`src/rtl/regw_pkg.sv`:
```
package regw_pkg;

  localparam int SPACE_BYTES = 512;
  localparam int GROUPS      = SPACE_BYTES / 4;
  localparam int LOC_W       = $clog2(SPACE_BYTES);

  // access / native size codes
  typedef enum logic [1:0] {
    SZ_BYTE = 2'd0,
    SZ_HALF = 2'd1,
    SZ_WORD = 2'd2,
    SZ_BAD  = 2'd3
  } size_e;

  // per-group native width codes held in the width map
  typedef enum logic [1:0] {
    W_NONE = 2'd0,
    W_BYTE = 2'd1,
    W_HALF = 2'd2,
    W_WORD = 2'd3
  } wcode_e;

  typedef enum logic [1:0] {
    ST_IDLE = 2'd0,
    ST_OP   = 2'd1,
    ST_WB   = 2'd2,
    ST_RSP  = 2'd3
  } st_e;

  // default width map, computed rather than listed
  function automatic logic [2*GROUPS-1:0] default_map();
    logic [2*GROUPS-1:0] m;
    logic [1:0]          c;
    m = '0;
    for (int g = 0; g < GROUPS; g++) begin
      if (g < 16)      c = W_BYTE;
      else if (g < 48) c = (g % 3 == 0) ? W_WORD : W_HALF;
      else if (g < 64) c = W_NONE;
      else             c = (g % 2 == 0) ? W_HALF : W_BYTE;
      m[2*g +: 2] = c;
    end
    return m;
  endfunction

endpackage

```
`src/rtl/regw_width_lut.sv`:
```
module regw_width_lut
  import regw_pkg::*;
#(
  parameter int                  ADDR_W = 12,
  parameter logic [2*GROUPS-1:0] MAP    = default_map()
) (
  input  logic [ADDR_W-1:0] addr,
  input  logic [1:0]        size,
  output logic [1:0]        nsize,
  output logic              err
);

  localparam int GRP_W = LOC_W - 2;

  logic [GRP_W-1:0] grp;
  logic [1:0]       code;
  logic             out_range;
  logic             misal;

  assign grp  = addr[LOC_W-1:2];
  assign code = MAP[{grp, 1'b0} +: 2];

  generate
    if (ADDR_W > LOC_W) begin : g_range
      assign out_range = |addr[ADDR_W-1:LOC_W];
    end else begin : g_norange
      assign out_range = 1'b0;
    end
  endgenerate

  always_comb begin
    case (size)
      SZ_BYTE: misal = 1'b0;
      SZ_HALF: misal = addr[0];
      SZ_WORD: misal = |addr[1:0];
      default: misal = 1'b1;
    endcase
  end

  assign err   = out_range | misal | (code == W_NONE);
  assign nsize = code - 2'd1;

endmodule

```
`src/rtl/regw_lanes.sv`:
```
module regw_lanes
  import regw_pkg::*;
(
  input  logic [1:0]  nsize,
  input  logic [1:0]  asize,
  input  logic [1:0]  off,
  input  logic [1:0]  idx,
  input  logic [31:0] hold,
  input  logic [31:0] wdata,
  output logic [31:0] extract,
  output logic [31:0] merged,
  output logic [31:0] piece,
  output logic [31:0] native
);

  function automatic logic [31:0] lane_mask(input logic [1:0] c);
    case (c)
      SZ_BYTE: return 32'h0000_00FF;
      SZ_HALF: return 32'h0000_FFFF;
      default: return 32'hFFFF_FFFF;
    endcase
  endfunction

  logic [2:0]  nb, sb, sh_b, pc_b;
  logic [1:0]  offn;
  logic [31:0] smask, nmask;

  always_comb begin
    nb    = 3'd1 << nsize;
    sb    = 3'd1 << asize;
    offn  = off & (nb[1:0] - 2'd1);
    // byte distance of the addressed field from the container's low end
    sh_b  = nb - {1'b0, offn} - sb;
    // byte distance of piece idx from the low end of the request data
    pc_b  = sb - (({1'b0, idx} + 3'd1) << nsize);
    smask = lane_mask(asize);
    nmask = lane_mask(nsize);
    extract = (hold >> {sh_b, 3'b000}) & smask;
    merged  = (hold & ~(smask << {sh_b, 3'b000}))
            | ((wdata & smask) << {sh_b, 3'b000});
    piece   = (wdata >> {pc_b, 3'b000}) & nmask;
    native  = hold & nmask;
  end

endmodule

```
`src/rtl/regw_seq.sv`:
```
module regw_seq
  import regw_pkg::*;
(
  input  logic             clk,
  input  logic             rst_n,
  input  logic             req_valid,
  output logic             req_ready,
  input  logic             req_write,
  input  logic [1:0]       req_size,
  input  logic [LOC_W-1:0] req_loc,
  input  logic [31:0]      req_wdata,
  input  logic             lut_err,
  input  logic [1:0]       lut_nsize,
  output logic             rsp_valid,
  input  logic             rsp_ready,
  output logic             rsp_err,
  output logic [31:0]      rsp_rdata,
  output logic             reg_valid,
  input  logic             reg_ready,
  output logic             reg_write,
  output logic [1:0]       reg_size,
  output logic [LOC_W-1:0] reg_addr,
  output logic [31:0]      reg_wdata,
  input  logic [31:0]      reg_rdata,
  output logic [1:0]       ln_nsize,
  output logic [1:0]       ln_asize,
  output logic [1:0]       ln_off,
  output logic [1:0]       ln_idx,
  output logic [31:0]      ln_hold,
  output logic [31:0]      ln_wdata,
  input  logic [31:0]      ln_extract,
  input  logic [31:0]      ln_merged,
  input  logic [31:0]      ln_piece,
  input  logic [31:0]      ln_native
);

  st_e              st;
  logic [LOC_W-1:0] a_loc;
  logic [1:0]       a_size, n_size;
  logic             a_we, a_rmw, a_err;
  logic [31:0]      a_wdata, acc;
  logic [1:0]       idx, last_idx;
  logic [LOC_W-1:0] align_m;

  always_ff @(posedge clk or negedge rst_n) begin
    if (!rst_n) begin
      st       <= ST_IDLE;
      a_loc    <= '0;
      a_size   <= '0;
      n_size   <= '0;
      a_we     <= 1'b0;
      a_rmw    <= 1'b0;
      a_err    <= 1'b0;
      a_wdata  <= '0;
      acc      <= '0;
      idx      <= '0;
      last_idx <= '0;
    end else begin
      case (st)
        ST_IDLE: if (req_valid) begin
          a_loc   <= req_loc;
          a_size  <= req_size;
          a_we    <= req_write;
          a_wdata <= req_wdata;
          n_size  <= lut_nsize;
          idx     <= '0;
          acc     <= '0;
          a_err   <= lut_err;
          a_rmw   <= req_write && (req_size < lut_nsize);
          last_idx <= (req_size > lut_nsize)
                      ? ((2'd1 << (req_size - lut_nsize)) - 2'd1) : 2'd0;
          st      <= lut_err ? ST_RSP : ST_OP;
        end
        ST_OP: if (reg_ready) begin
          if (a_rmw) begin
            acc <= reg_rdata;
            st  <= ST_WB;
          end else begin
            if (!a_we) begin
              if (a_size < n_size)       acc <= ln_extract;
              else if (a_size == n_size) acc <= ln_native;
              else if (n_size == SZ_BYTE) acc <= {acc[23:0], ln_native[7:0]};
              else                        acc <= {acc[15:0], ln_native[15:0]};
            end
            if (idx == last_idx) st <= ST_RSP;
            else                 idx <= idx + 2'd1;
          end
        end
        ST_WB: if (reg_ready) begin
          acc <= '0;
          st  <= ST_RSP;
        end
        ST_RSP: if (rsp_ready) st <= ST_IDLE;
        default: st <= ST_IDLE;
      endcase
    end
  end

  always_comb begin
    case (n_size)
      SZ_BYTE: align_m = '0;
      SZ_HALF: align_m = LOC_W'(1);
      default: align_m = LOC_W'(3);
    endcase
  end

  assign req_ready = (st == ST_IDLE);
  assign rsp_valid = (st == ST_RSP);
  assign rsp_err   = a_err;
  assign rsp_rdata = acc;

  assign reg_valid = (st == ST_OP) || (st == ST_WB);
  assign reg_write = (st == ST_WB) || ((st == ST_OP) && a_we && !a_rmw);
  assign reg_size  = n_size;
  assign reg_addr  = (a_loc & ~align_m) + ({{(LOC_W-2){1'b0}}, idx} << n_size);
  assign reg_wdata = (st == ST_WB) ? ln_merged : ln_piece;

  assign ln_nsize = n_size;
  assign ln_asize = a_size;
  assign ln_off   = a_loc[1:0];
  assign ln_idx   = idx;
  assign ln_hold  = (st == ST_WB) ? acc : reg_rdata;
  assign ln_wdata = a_wdata;

  AST_NATIVE_HOLD: assert property (@(posedge clk) disable iff (!rst_n)
    reg_valid && !reg_ready |=> reg_valid && $stable(reg_addr) && $stable(reg_size)
      && $stable(reg_write) && $stable(reg_wdata));

  AST_RSP_HOLD: assert property (@(posedge clk) disable iff (!rst_n)
    rsp_valid && !rsp_ready |=> rsp_valid && $stable(rsp_rdata) && $stable(rsp_err));

  AST_IDLE_ONLY: assert property (@(posedge clk) disable iff (!rst_n)
    req_ready |-> !reg_valid && !rsp_valid);

  AST_ERR_NO_NATIVE: assert property (@(posedge clk) disable iff (!rst_n)
    req_valid && req_ready && lut_err |=> !reg_valid && rsp_valid && rsp_err);

  AST_ERR_ZERO: assert property (@(posedge clk) disable iff (!rst_n)
    rsp_valid && rsp_err |-> rsp_rdata == 32'd0);

  AST_NATIVE_SIZE: assert property (@(posedge clk) disable iff (!rst_n)
    reg_valid |-> reg_size != SZ_BAD);

endmodule

```
`src/rtl/regw_adapter.sv`:
```
module regw_adapter
  import regw_pkg::*;
#(
  parameter int                  ADDR_W    = 12,
  parameter logic [2*GROUPS-1:0] WIDTH_MAP = default_map()
) (
  input  logic              clk,
  input  logic              rst_n,
  input  logic              req_valid,
  output logic              req_ready,
  input  logic              req_write,
  input  logic [1:0]        req_size,
  input  logic [ADDR_W-1:0] req_addr,
  input  logic [31:0]       req_wdata,
  output logic              rsp_valid,
  input  logic              rsp_ready,
  output logic              rsp_err,
  output logic [31:0]       rsp_rdata,
  output logic              reg_valid,
  input  logic              reg_ready,
  output logic              reg_write,
  output logic [1:0]        reg_size,
  output logic [LOC_W-1:0]  reg_addr,
  output logic [31:0]       reg_wdata,
  input  logic [31:0]       reg_rdata
);

  logic [1:0]  lut_nsize;
  logic        lut_err;
  logic [1:0]  ln_nsize, ln_asize, ln_off, ln_idx;
  logic [31:0] ln_hold, ln_wdata, ln_extract, ln_merged, ln_piece, ln_native;

  regw_width_lut #(.ADDR_W(ADDR_W), .MAP(WIDTH_MAP)) u_lut (
    .addr  (req_addr),
    .size  (req_size),
    .nsize (lut_nsize),
    .err   (lut_err)
  );

  regw_seq u_seq (
    .clk        (clk),
    .rst_n      (rst_n),
    .req_valid  (req_valid),
    .req_ready  (req_ready),
    .req_write  (req_write),
    .req_size   (req_size),
    .req_loc    (req_addr[LOC_W-1:0]),
    .req_wdata  (req_wdata),
    .lut_err    (lut_err),
    .lut_nsize  (lut_nsize),
    .rsp_valid  (rsp_valid),
    .rsp_ready  (rsp_ready),
    .rsp_err    (rsp_err),
    .rsp_rdata  (rsp_rdata),
    .reg_valid  (reg_valid),
    .reg_ready  (reg_ready),
    .reg_write  (reg_write),
    .reg_size   (reg_size),
    .reg_addr   (reg_addr),
    .reg_wdata  (reg_wdata),
    .reg_rdata  (reg_rdata),
    .ln_nsize   (ln_nsize),
    .ln_asize   (ln_asize),
    .ln_off     (ln_off),
    .ln_idx     (ln_idx),
    .ln_hold    (ln_hold),
    .ln_wdata   (ln_wdata),
    .ln_extract (ln_extract),
    .ln_merged  (ln_merged),
    .ln_piece   (ln_piece),
    .ln_native  (ln_native)
  );

  regw_lanes u_lanes (
    .nsize   (ln_nsize),
    .asize   (ln_asize),
    .off     (ln_off),
    .idx     (ln_idx),
    .hold    (ln_hold),
    .wdata   (ln_wdata),
    .extract (ln_extract),
    .merged  (ln_merged),
    .piece   (ln_piece),
    .native  (ln_native)
  );

endmodule

```
`config.mk`:
```
export PLATFORM = sky130hd
export DESIGN_NAME = regw_adapter
export DESIGN_NICKNAME = d
export VERILOG_FILES = /design/src/rtl/regw_pkg.sv /design/src/rtl/regw_width_lut.sv /design/src/rtl/regw_lanes.sv /design/src/rtl/regw_seq.sv /design/src/rtl/regw_adapter.sv
export SDC_FILE = /design/constraint.sdc
export NUM_CORES = 1
export LEC_CHECK = 0
export BUFFER_PORTS_ARGS = -buffer_cell sky130_fd_sc_hd__buf_4
export CAP_MARGIN = 40
export CORE_MARGIN = 2
export CORE_UTILIZATION = 45
export CTS_BUF_LIST = sky130_fd_sc_hd__clkbuf_8
export DETAILED_ROUTE_END_ITERATION = 10
export PLACE_DENSITY = 0.77
export SLEW_MARGIN = 20
export SYNTH_ARGS = -nofsm -noshare
export SYNTH_HDL_FRONTEND = slang
export SYNTH_SLANG_ARGS = --single-unit
```
`constraint.sdc`:
```
create_clock -name clk -period 4.91 [get_ports clk]
set_input_delay 0.491 -clock clk [delete_from_list [all_inputs] [get_ports clk]]
set_output_delay 0.491 -clock clk [all_outputs]
set_load 0.05 [all_outputs]
```
Word level (Yosys, flattened, before mapping)
Index checks and enable logic that the tools add are counted.
{"block": "word_totals", "reg_bits": 86}
{"block": "classes", "n_eq_ne": 17, "n_lt_le_gt_ge": 3, "n_shift": 10, "n_bitwise": 12, "n_reduce_logical": 19, "add_sub_neg": 10, "n_mux": 29}
{"op": "$mux 32", "n": 10}
{"op": "$shiftx 256x9->2 const A", "n": 1}
{"op": "$and 32x32->32", "n": 5}
{"op": "$pmux 32 s2", "n": 2}
{"op": "$pmux 32 s3", "n": 1}
{"op": "$shl 32x6->32", "n": 2}
{"op": "$shr 32x6->32", "n": 2}
{"op": "$not 32->32", "n": 1}
{"op": "$or 32x32->32", "n": 1}
{"op": "$mux 2", "n": 12}
{"op": "$reduce_and 5->1", "n": 3}
{"op": "$logic_not 2->1", "n": 5}
{"op": "$ne 2x2->1 const B", "n": 5}
{"op": "$add 9x9->9", "n": 1}
{"op": "$and 9x9->9", "n": 1}
{"op": "$not 2->9", "n": 1}
{"op": "$shl 2x2->9", "n": 1}
{"op": "$eq 2x1->1 const B", "n": 4}
{"op": "$pmux 2 s2", "n": 2}
{"op": "$pmux 2 s4", "n": 1}
{"op": "$eq 2x2->1 const B", "n": 3}
{"op": "$shl 1x2->3 const A", "n": 2}
{"op": "$sub 2x1->2 const B", "n": 3}
{"op": "$sub 3x3->3", "n": 2}
{"op": "23 further kinds", "n": 29}

Longest topological paths before layout
Gate-level depths: netlist (run 1).
{"block": "depth", "depth_word": 12, "mapped_depth": 16, "depth_no_buf": 14}

Cells and area by module
A second synthesis (run 1) with hierarchy kept.
{"block": "unflattened", "cells_unflattened": 980, "hier_area_um2": 8743.4}
{"module": "regw_seq", "cells_per_inst": 546, "area_each_um2": 5720.5, "seq_area_each_um2": 2152.1, "n_inst": 1}
{"module": "regw_lanes", "cells_per_inst": 408, "area_each_um2": 2836.5, "seq_area_each_um2": 0.0, "n_inst": 1}
{"module": "regw_width_lut", "cells_per_inst": 26, "area_each_um2": 186.4, "seq_area_each_um2": 0.0, "n_inst": 1}

Worst setup path after synthesis (run 1)
OpenSTA, ideal clock, no wires.
{"block": "synth_timing", "path_type": "reg2out", "start": "register u_seq.n_size[0] (netlist: u_seq.ln_nsize[0])", "end": "output reg_wdata[24]", "t_arrival_ns": 4.546, "path_buffers": 5, "slack_ns": -0.127, "stages_incl_launch_ff": 16, "path_cell_list": "dfrtp_1 buf_2 nor2_2 buf_4 inv_1 ha_1 nor2b_1 ha_1 fa_1 buf_2 buf_4 clkbuf_1 a21oi_1 o21ai_1 nand2_1 o221ai_1"}
{"block": "synth_between", "elab_chain_cells": 10, "elab_cells_between_ends": 18, "classes_between": "add/sub (4); eq/ne (1); shift (5); mux (2); bitwise (5); reduce/logical (1)"}
{"item": "start: declaration", "line_no": "regw_seq.sv:39", "text": "logic [1:0] a_size, n_size;"}
{"item": "start signal: assignment", "line_no": "regw_seq.sv:65", "text": "n_size <= lut_nsize;"}
{"item": "$shl 1x2->3", "line_no": "regw_lanes.sv:29", "text": "nb = 3'd1 << nsize;"}
{"item": "$sub 2x1->2", "line_no": "regw_lanes.sv:31", "text": "offn = off & (nb[1:0] - 2'd1);"}
{"item": "$and 2x2->2", "line_no": "regw_lanes.sv:31"}
{"item": "$sub 3x2->3", "line_no": "regw_lanes.sv:33", "text": "sh_b = nb - {1'b0, offn} - sb;"}
{"item": "$sub 3x3->3", "line_no": "regw_lanes.sv:33"}
{"item": "$shl 32x6->32", "line_no": "regw_lanes.sv:39", "text": "merged = (hold & ~(smask << {sh_b, 3'b000}))"}
{"item": "$not 32->32", "line_no": "regw_lanes.sv:39"}
{"item": "$and 32x32->32", "line_no": "regw_lanes.sv:39"}
{"item": "$or 32x32->32", "line_no": "regw_lanes.sv:40", "text": "| ((wdata & smask) << {sh_b, 3'b000});"}
{"item": "$mux 32 (*)", "line_no": "regw_seq.sv:116", "text": "assign reg_wdata = (st == ST_WB) ? ln_merged : ln_piece;"}
{"item": "end: declaration", "line_no": "regw_adapter.sv:24", "text": "output logic [31:0] reg_wdata,"}
Mark *: on every way between the ends. The rest lies on a longest branch, timed or not.

Worst setup path in the final report (run 1)
{"block": "layout_timing", "start": "register u_seq.n_size[0] (netlist: u_seq.ln_nsize[0])", "end": "output reg_wdata[15]"}
The elaborated chain is that of the path after synthesis.

==> results of run 1 <==
==> stage by stage <==
stage | setup TNS, ns | setup WS, ns
3_5_place_dp | 0 | 0.599
6_report | 0 | 0.193
5_1_grt | 0 | 0.0140
2_1_floorplan | -0.892 | -0.127
4_1_cts | 0 | 0.166
3_3_place_gp | 0 | 0.649
==> routing by layer <==
| layer | part of all wire | up-vias | global-route usage |
|---|---|---|---|
| li1 | - | 3471 | - |
| met5 | 0 | - | 0 |
| met1 | 0.41 | 3664 | 0.393 |
| met2 | 0.44 | 486 | 0.420 |
| met4 | 0.030 | 0 | 0.104 |
| met3 | 0.11 | 70 | 0.0624 |
==> cells in the final DEF (no fill, tap or decap), drive strengths merged, types with 9 or more instances in the layout <==
master / count
buf: 180
dfrtp: 86
o21ai: 80
mux2: 75
mux2i: 69
nand2: 69
o22ai: 50
inv: 43
nor2: 37
a21oi: 28
nand2b: 26
nand3: 22
ha: 21
a22o: 16
a32o: 16
o221ai: 16
a21o: 10
clkbuf: 10
a211oi: 9
a32oi: 9
==> flip-flops by register name, summed over array words and instances (netlist names) <==
| name | count |
|---|---|
| u_seq.rsp_err | 1 |
| u_seq.ln_idx | 2 |
| u_seq.a_we | 1 |
| u_seq.ln_asize | 2 |
| u_seq.rsp_rdata | 32 |
| u_seq.last_idx | 2 |
| u_seq.st | 2 |
| u_seq.ln_wdata | 32 |
| u_seq.a_loc | 9 |
| u_seq.ln_nsize | 2 |
| u_seq.a_rmw | 1 |
==> cells by family (layout without fill, tap and decap cells) <==
group                    count (synthesis)  count (layout)  share of synthesized area
AO/OA/AOI/OAI                          279             279                      0.254
AND/OR/NAND/NOR                        188             188                      0.119
multiplexers                           152             152                      0.225
buffers and inverters                  108             238                     0.0593
flip-flops                              86              86                      0.282
adder cells (fa/ha/maj)                 26              26                     0.0475
XOR/XNOR                                11              11                     0.0146
==> layout make-up <==
type                    instances  area share
well taps                     220      0.0298
clock inverters                 6     0.00502
inverters                      42      0.0171
repair buffers                180       0.147
multi-input cells             656       0.553
clock buffers                  10      0.0149
flip-flops and latches         86       0.233
==> how the worst max path moves through the flow <==
stage / startpoint / endpoint / slack, ns / cells past startpoint
floorplan: u_seq.ln_nsize[0] / reg_wdata[24] / -0.13 / 15
global placement: u_seq.ln_nsize[0] / reg_wdata[23] / 0.65 / 11
detailed placement: u_seq.ln_nsize[0] / u_seq.rsp_rdata[21] / 0.60 / 11
CTS: u_seq.ln_nsize[0] / reg_wdata[23] / 0.17 / 11
global route: u_seq.ln_nsize[0] / reg_wdata[29] / 0.01 / 11
finish: u_seq.ln_nsize[0] / reg_wdata[15] / 0.19 / 10
==> worst reg2reg max path, stage by stage (launching register included) <==
cell,delay [ns]
dfrtp_1,0.54
nor2_2,0.18
buf_4,0.34
nor2b_1,0.13
fa_2,0.41
fa_2,0.55
buf_4,0.46
nand2_1,0.44
nor3b_2,0.81
nand4_1,0.20
a211oi_1,0.27
a21o_1,0.11
==> impl_metrics.py, run 1 <==
metrics = {
    "status": {
        "outcome": "completed",
    },
    "global_routing": {
        "grt_overflow": 0,
        "grt_usage": 0.279,
        "antenna_found_initial": 0,
        "grt_pass1_vias": 7190,
        "grt_max_degree": 61,
        "grt_pass1_wl_um": 39400,
    },
    "logic_synthesis": {
        "synth_fp_nets": 960,
        "yosys.area.top_type": "dfrtp_1",
        "synth_cell_types": 59,
        "syn_inst": 850,
        "yosysWarningCount": 0,
        "netlist_top_cells_area": "dfrtp_1 (28%), mux2_2 (11%), mux2i_1 (9.0%)",
        "ys_top_cells_by_count": "dfrtp_1 (86), mux2_2 (75), o21ai_0 (75)",
        "synth_flop_cell": "dfrtp_1",
        "ys_async_sr_fraction": 1.00,
        "synth_top_area_frac": 0.282,
        "ys_seq_area_frac": 0.282,
        "avgSynthCellArea_um2": 8.99,
        "yosysMostFrequentCell": "dfrtp_1",
        "synth_edf_count": 0,
        "ys_ff_latch": 86,
        "syn_area_um2": 7640,
    },
    "clock_tree": {
        "clk-insertion-delay-late_ns": 0.40,
        "clk_pin_slew_ns": 0.09,
        "postCtsHoldBufs": 0,
        "clock-sinks": 86,
        "root_buffer": "clkbuf_8",
        "htreeDepth": 3,
        "cts_setup_buffers": 0,
        "cts_tree": "done",
        "cts_resized": 0,
        "numCtsBuffers": 9,
        "cts_max_path_buffers": 2,
    },
    "cells_and_area": {
        "drive_gt1_frac": 0.316,
        "fillers": 1576,
        "n_antenna_cell": 0,
        "utilization": 0.556,
        "final_area_um2": 9230,
        "multi_input_area_um2": 5100,
        "seq_area_um2": 2150,
        "final-instance-count-excl-fill": 1200,
        "nNetsFinal": 1085,
        "syn2layout_area_growth_pct": 20.8,
    },
    "floorplanning": {
        "pin_count": 164,
        "rows": 47,
        "die_w_um": 134,
        "dieArea_um2": 18000,
        "core-area_um2": 16600,
        "die_h_um": 134,
        "initial_utilization": 0.461,
    },
    "timing": {
        "timing.hold.ws_ns": 0.0852,
        "setup_violations": 0,
        "clock.fmax_mhz": 212,
        "hold_viol": 0,
        "maxSlewViolCount": 0,
        "worstMarginPinSlew_ns": 0.903,
        "finClkSkew_ns": 0.0207,
        "period_share": 0.961,
        "slew_headroom": 0.398,
        "rsz0062_at_grt": "no",
        "finalCriticalPeriod_ns": 4.72,
    },
    "placement": {
        "place_congestion": 0.943,
        "place_area_um2": 9040,
        "dp_hpwl_um": 17700,
        "dpl.cell_count": 1184,
        "port-buffer-count": 163,
    },
    "worst_setup_path": {
        "worstPathRequired_ns": 4.42,
        "path_cells": "nor2_2 > buf_4 > nor2b_1 > fa_2 > fa_2 > xnor2_1 > xnor3_2 > a31oi_2 > a221o_1 > buf_4",
        "cp_top_family": "compound AO/OA/AOI/OAI gates",
        "r2r_setup_slack_ns": 0.43,
        "cp.arrival_ns": 4.23,
        "regToRegStartpoint": "u_seq.ln_nsize[0]",
        "worstRegToRegCells": 11,
        "critPathLaunchType": "flop",
        "reg2reg_to": "u_seq.rsp_rdata[21]",
        "critPathBufInv": 2,
        "path_class": "reg -> out",
        "cp-end-kind": "output port",
        "slowest_stage": "a31oi_2",
        "cp_max_fo": 26,
        "critPathMaxStageDelay_ns": 0.65,
    },
    "routing": {
        "drt_pass1_iterations": 8,
        "wl_per_cell_um": 21.0,
        "route.antenna.remaining_nets": 0,
        "viasPerCell": 6.41,
        "drt_iter0_drc": 1034,
        "num_vias": 7691,
        "totalWireLength_um": 25200,
        "drc": 0,
    },
    "run": {
        "maxCapViolCount": 0,
    },
    "hold_path": {
        "hp-class": "in -> async",
    },
}
Power of run 1 is left out: the tool's default activity adds up to more than one toggle a clock period on the data nets, which glitch-free logic cannot reach.
==> run 2: changes to the inputs <==
--- a/config.mk
+++ b/config.mk
@@ -11,7 +11,7 @@
 export CORE_UTILIZATION = 45
 export CTS_BUF_LIST = sky130_fd_sc_hd__clkbuf_8
 export DETAILED_ROUTE_END_ITERATION = 10
-export PLACE_DENSITY = 0.77
+export PLACE_DENSITY = 0.76
 export SLEW_MARGIN = 20
 export SYNTH_ARGS = -nofsm -noshare
 export SYNTH_HDL_FRONTEND = slang
==> constraint.sdc (replaced) <==
create_clock -name clk -period 4.93 [get_ports clk]
set_input_delay 0.493 -clock clk [delete_from_list [all_inputs] [get_ports clk]]
set_output_delay 0.493 -clock clk [all_outputs]
set_load 0.05 [all_outputs]
==> run 2 against run 1 <==
Clock skew down 0.0040 ns. Register-to-register slack better by 0.14 ns. First-iteration DRC count down 22%. Non-clock buffer count up 3. Via count down 1.3%. Critical path depth up 1. Design area up 0.43%. Final cell count up 0.25%. Sequential share of layout area down 0.10 points. Routed wire length up 1.5%. Core utilization up 0.24 points. Flip-flop and latch count unchanged. Largest cell class unchanged.
==> impl_metrics.py, run 2 (synthesis results as in run 1) <==
metrics = {
    "status": {
        "outcome": "completed",
    },
    "worst_setup_path": {
        "cp.arrival_ns": 4.16,
        "crit_end": "reg_wdata[16]",
        "path_class": "reg -> out",
        "path_depth": 11,
        "cp-end-kind": "output port",
        "cp_max_fo": 26,
        "critPathMaxStageDelay_ns": 0.70,
        "slowest_stage": "fa_2",
        "critPathBufInv": 4,
        "cp_top_family": "buffers and inverters",
        "cpMostUsedCell": "buf_4",
        "path_cells": "nor2_2 > buf_6 > nor2b_1 > fa_2 > fa_2 > buf_4 > buf_4 > o221ai_2 > a32oi_1 > o21ai_0 > buf_4",
        "worstRegToRegCells": 12,
        "critPathLaunchType": "flop",
        "regToRegStartpoint": "u_seq.ln_nsize[0]",
        "worstPathRequired_ns": 4.44,
        "reg2reg_to": "u_seq.rsp_rdata[21]",
        "critPathLaunch": "u_seq.ln_nsize[0]",
        "r2r_setup_slack_ns": 0.57,
    },
    "floorplanning": {
        "die_w_um": 134,
        "die_h_um": 134,
        "rows": 47,
        "core-area_um2": 16600,
        "initial_utilization": 0.461,
        "dieArea_um2": 18000,
        "pin_count": 164,
    },
    "timing": {
        "maxSlewViolCount": 0,
        "worstMarginPinSlew_ns": 0.851,
        "slew_headroom": 0.430,
        "finalSetupTns_ns": 0,
        "finalCriticalPeriod_ns": 4.66,
        "setup_violations": 0,
        "rsz0062_at_grt": "no",
        "period_share": 0.945,
        "finClkSkew_ns": 0.0167,
        "clock.fmax_mhz": 215,
        "hold_viol": 0,
    },
    "run": {
        "maxCapViolCount": 0,
    },
    "clock_tree": {
        "clock-sinks": 86,
        "numCtsBuffers": 9,
        "htreeDepth": 3,
        "cts_max_path_buffers": 2,
        "clk-insertion-delay-late_ns": 0.39,
        "cts_tree": "done",
        "clk_pin_slew_ns": 0.10,
        "postCtsHoldBufs": 0,
        "root_buffer": "clkbuf_8",
    },
    "cells_and_area": {
        "final_area_um2": 9270,
        "nNetsFinal": 1088,
        "syn2layout_area_growth_pct": 21.3,
        "n_antenna_cell": 0,
        "fillers": 1524,
        "final_common_cell": "buf_4",
        "utilization": 0.559,
        "layout_common_cells": "buf_4 (179), dfrtp_1 (86), o21ai_0 (75), mux2_2 (75), mux2i_1 (69)",
        "drive_gt1_frac": 0.318,
    },
    "routing": {
        "wl_met1_um": 10600,
        "totalWireLength_um": 25600,
        "drt_pass1_iterations": 6,
        "met2WireLength_um": 11200,
        "num_vias": 7593,
        "drt_iter0_drc": 803,
        "routed.top_layer": "met4",
        "wl_per_cell_um": 21.2,
        "route.antenna.remaining_nets": 0,
        "viasPerCell": 6.31,
        "drc": 0,
        "wl_met3_um": 3280,
    },
    "global_routing": {
        "antenna_found_initial": 0,
        "grt_pass1_wl_um": 39500,
        "grt_pass1_vias": 7238,
        "grt_max_degree": 61,
        "grt_usage": 0.279,
        "grt_overflow": 0,
    },
    "hold_path": {
        "hp-class": "in -> async",
    },
    "placement": {
        "place_area_um2": 9030,
        "place_congestion": 0.918,
        "port-buffer-count": 163,
        "dp_hpwl_um": 18100,
    },
}
run 2: cell type report:
class	count	area (µm²)	share of cell area
Clock buffer	12	165	0.0178
Clock inverter	4	22.5	0.00243
Inverter	42	158	0.0170
Multi-Input combinational cell	656	5100	0.551
Sequential cell	86	2150	0.232
Tap cell	220	275	0.0297
Timing Repair Buffer	183	1390	0.150
run 2: worst min path at each step:
stage / depth (start not counted) / slack (ns) / endpoint
finish: 1 / 0.11 / u_seq.rsp_rdata[1]
global route: 1 / 0.14 / u_seq.rsp_rdata[11]
detailed placement: 2 / 0.48 / u_seq.rsp_err
global placement: 2 / 0.47 / u_seq.rsp_err
floorplan: 0 / 0.20 / u_seq.a_loc[0]
CTS: 1 / 0.12 / u_seq.rsp_rdata[1]
run 2: stage by stage:
stage | hold slack (ns) | cells | worst slack [ns]
3_5_place_dp | 0.476 | 1184 | 0.424
4_1_cts | 0.122 | 1200 | 0.0950
3_3_place_gp | 0.473 | 1182 | 0.495
5_1_grt | 0.136 | 1203 | 0.0479
6_report | 0.106 | 1203 | 0.273
2_1_floorplan | 0.197 | 850 | -0.109
run 2: timing repair:
action	in CTS	in global routing
endpoints found under the setup margin	0	16
gates resized for setup	0	4
endpoints found under the hold margin	0	0
setup buffers	0	0
run 2: layer usage:
| layer | vias to the layer above | track usage |
|---|---|---|
| li1 | 3480 | - |
| met1 | 3552 | 0.388 |
| met2 | 511 | 0.416 |
| met3 | 50 | 0.0888 |
| met4 | 0 | 0.0813 |
| met5 | - | 0 |
Power of run 2 is left out for the same reason.
==> run 3: changes to the inputs <==
==> constraint.sdc (replaced) <==
create_clock -name clk -period 4.93 [get_ports clk]
set_input_delay 0.7395 -clock clk [delete_from_list [all_inputs] [get_ports clk]]
set_output_delay 0.7395 -clock clk [all_outputs]
set_load 0.05 [all_outputs]
==> run 3 against run 2 <==
Die area stayed put. Largest cell class unchanged. Clock skew is 0.0028 ns higher. Fmax is 0.38% lower. Critical endpoint is now reg_wdata[14].
==> impl_metrics.py, run 3 (synthesis results as in run 1) <==
metrics = {
    "timing": {
        "hold_viol": 0,
        "finClkSkew_ns": 0.0195,
        "rsz0062_at_grt": "no",
        "maxSlewViolCount": 0,
        "period_share": 0.948,
        "setup_violations": 0,
        "clock.fmax_mhz": 214,
        "slew_headroom": 0.428,
        "worstMarginPinSlew_ns": 0.859,
        "finalCriticalPeriod_ns": 4.67,
    },
    "worst_setup_path": {
        "r2r_setup_slack_ns": 0.89,
        "critPathLaunchType": "flop",
        "regToRegStartpoint": "u_seq.ln_nsize[1]",
        "critPathBufInv": 3,
        "cp-end-kind": "output port",
        "worstRegToRegCells": 12,
        "critPathMaxStageDelay_ns": 0.49,
        "path_class": "reg -> out",
        "reg2reg_to": "u_seq.rsp_rdata[18]",
        "worstPathRequired_ns": 4.19,
        "path_cells": "inv_1 > nand2_1 > ha_1 > nor2b_1 > ha_1 > fa_2 > xnor2_1 > xnor3_2 > buf_4 > a31oi_2 > a221o_1 > buf_4",
        "cp_top_family": "adder cells",
        "cp_max_fo": 14,
        "cp.arrival_ns": 3.93,
        "critPathLaunch": "u_seq.ln_nsize[1]",
        "slowest_stage": "dfrtp_1",
    },
    "floorplanning": {
        "initial_utilization": 0.461,
        "die_w_um": 134,
        "core-area_um2": 16600,
        "rows": 47,
        "pin_count": 164,
        "die_h_um": 134,
        "dieArea_um2": 18000,
    },
    "cells_and_area": {
        "syn2layout_area_growth_pct": 22.9,
        "multi_input_area_um2": 5200,
        "drive_gt1_frac": 0.330,
        "final_common_cell": "buf_4",
        "fillers": 1553,
        "n_antenna_cell": 0,
        "seq_area_um2": 2150,
        "final_area_um2": 9390,
        "layout_common_cells": "buf_4 (188), dfrtp_1 (86), mux2_2 (75)",
        "nNetsFinal": 1094,
    },
    "global_routing": {
        "grt_overflow": 0,
        "antenna_found_initial": 0,
        "grt_usage": 0.284,
        "grt_pass1_vias": 7152,
        "grt_pass1_wl_um": 40300,
        "grt_max_degree": 52,
    },
    "clock_tree": {
        "cts_max_path_buffers": 2,
        "root_buffer": "clkbuf_8",
        "clk_pin_slew_ns": 0.09,
        "clk-insertion-delay-late_ns": 0.40,
        "cts_tree": "done",
        "clock-sinks": 86,
        "htreeDepth": 3,
        "numCtsBuffers": 9,
    },
    "placement": {
        "place_congestion": 0.992,
        "dp_hpwl_um": 18800,
        "port-buffer-count": 163,
        "place_area_um2": 9180,
    },
    "routing": {
        "totalWireLength_um": 26000,
        "drt_pass1_iterations": 8,
        "viasPerCell": 6.40,
        "num_vias": 7734,
        "wl_per_cell_um": 21.5,
        "route.antenna.remaining_nets": 0,
        "drc": 0,
        "drt_iter0_drc": 997,
    },
    "run": {
        "maxCapViolCount": 0,
    },
    "status": {
        "outcome": "completed",
    },
    "hold_path": {
        "hp-class": "in -> async",
    },
}
==> run 3: cell types whose count changed in the layout (fill, tap and decap cells not counted), sizes merged <==
cell | before | now
inv | 44 | 43
clkbuf | 13 | 10
clkinv | 0 | 3
buf | 182 | 189
==> run 3: per-layer routing <==
| layer | wire (µm) | part of all wire | up-vias | track usage |
|---|---|---|---|---|
| li1 | - | - | 3487 | - |
| met1 | 10800 | 0.42 | 3719 | 0.402 |
| met2 | 11800 | 0.45 | 474 | 0.433 |
| met3 | 2800 | 0.11 | 54 | 0.0593 |
| met4 | 605 | 0.023 | 0 | 0.0965 |
| met5 | 0 | 0 | - | 0 |
==> run 3: worst max path at each step <==
| stage | cells past startpoint | to | slack, ns |
|---|---|---|---|
| 6_report | 12 | reg_wdata[14] | 0.26 |
| 5_1_grt | 12 | reg_wdata[14] | 0.03 |
| 4_1_cts | 11 | reg_wdata[26] | 0.19 |
| 3_5_place_dp | 11 | reg_wdata[21] | 0.65 |
| 3_3_place_gp | 11 | reg_wdata[21] | 0.69 |
| 2_1_floorplan | 15 | reg_wdata[24] | -0.27 |
==> run 3: layout make-up <==
cell class	instances	area share
multi-input combinational	656	0.554
sequential	86	0.229
timing repair buffer	189	0.151
tap	220	0.0293
inverter	42	0.0168
clock buffer	10	0.0147
clock inverter	6	0.00493
==> run 3: metrics by stage <==
step	setup TNS, ns	util	hold WS [ns]	instances	worst slack (ns)
after floorplan	-1.04	-	0.444	850	-0.273
after global placement	0	0.553	0.471	1188	0.686
after detailed placement	0	0.554	0.478	1190	0.649
after CTS	0	0.565	0.317	1206	0.187
after global routing	0	0.566	0.341	1209	0.0343
final	0	0.566	0.309	1209	0.256
==> run 3: what timing repair did <==
action	4_1_cts	5_1_grt
gates resized for setup	0	0
setup buffers	0	3
hold buffers	0	0
endpoints found under the setup margin	0	17
hold endpoints to repair	0	0
Power of run 3 is left out for the same reason.
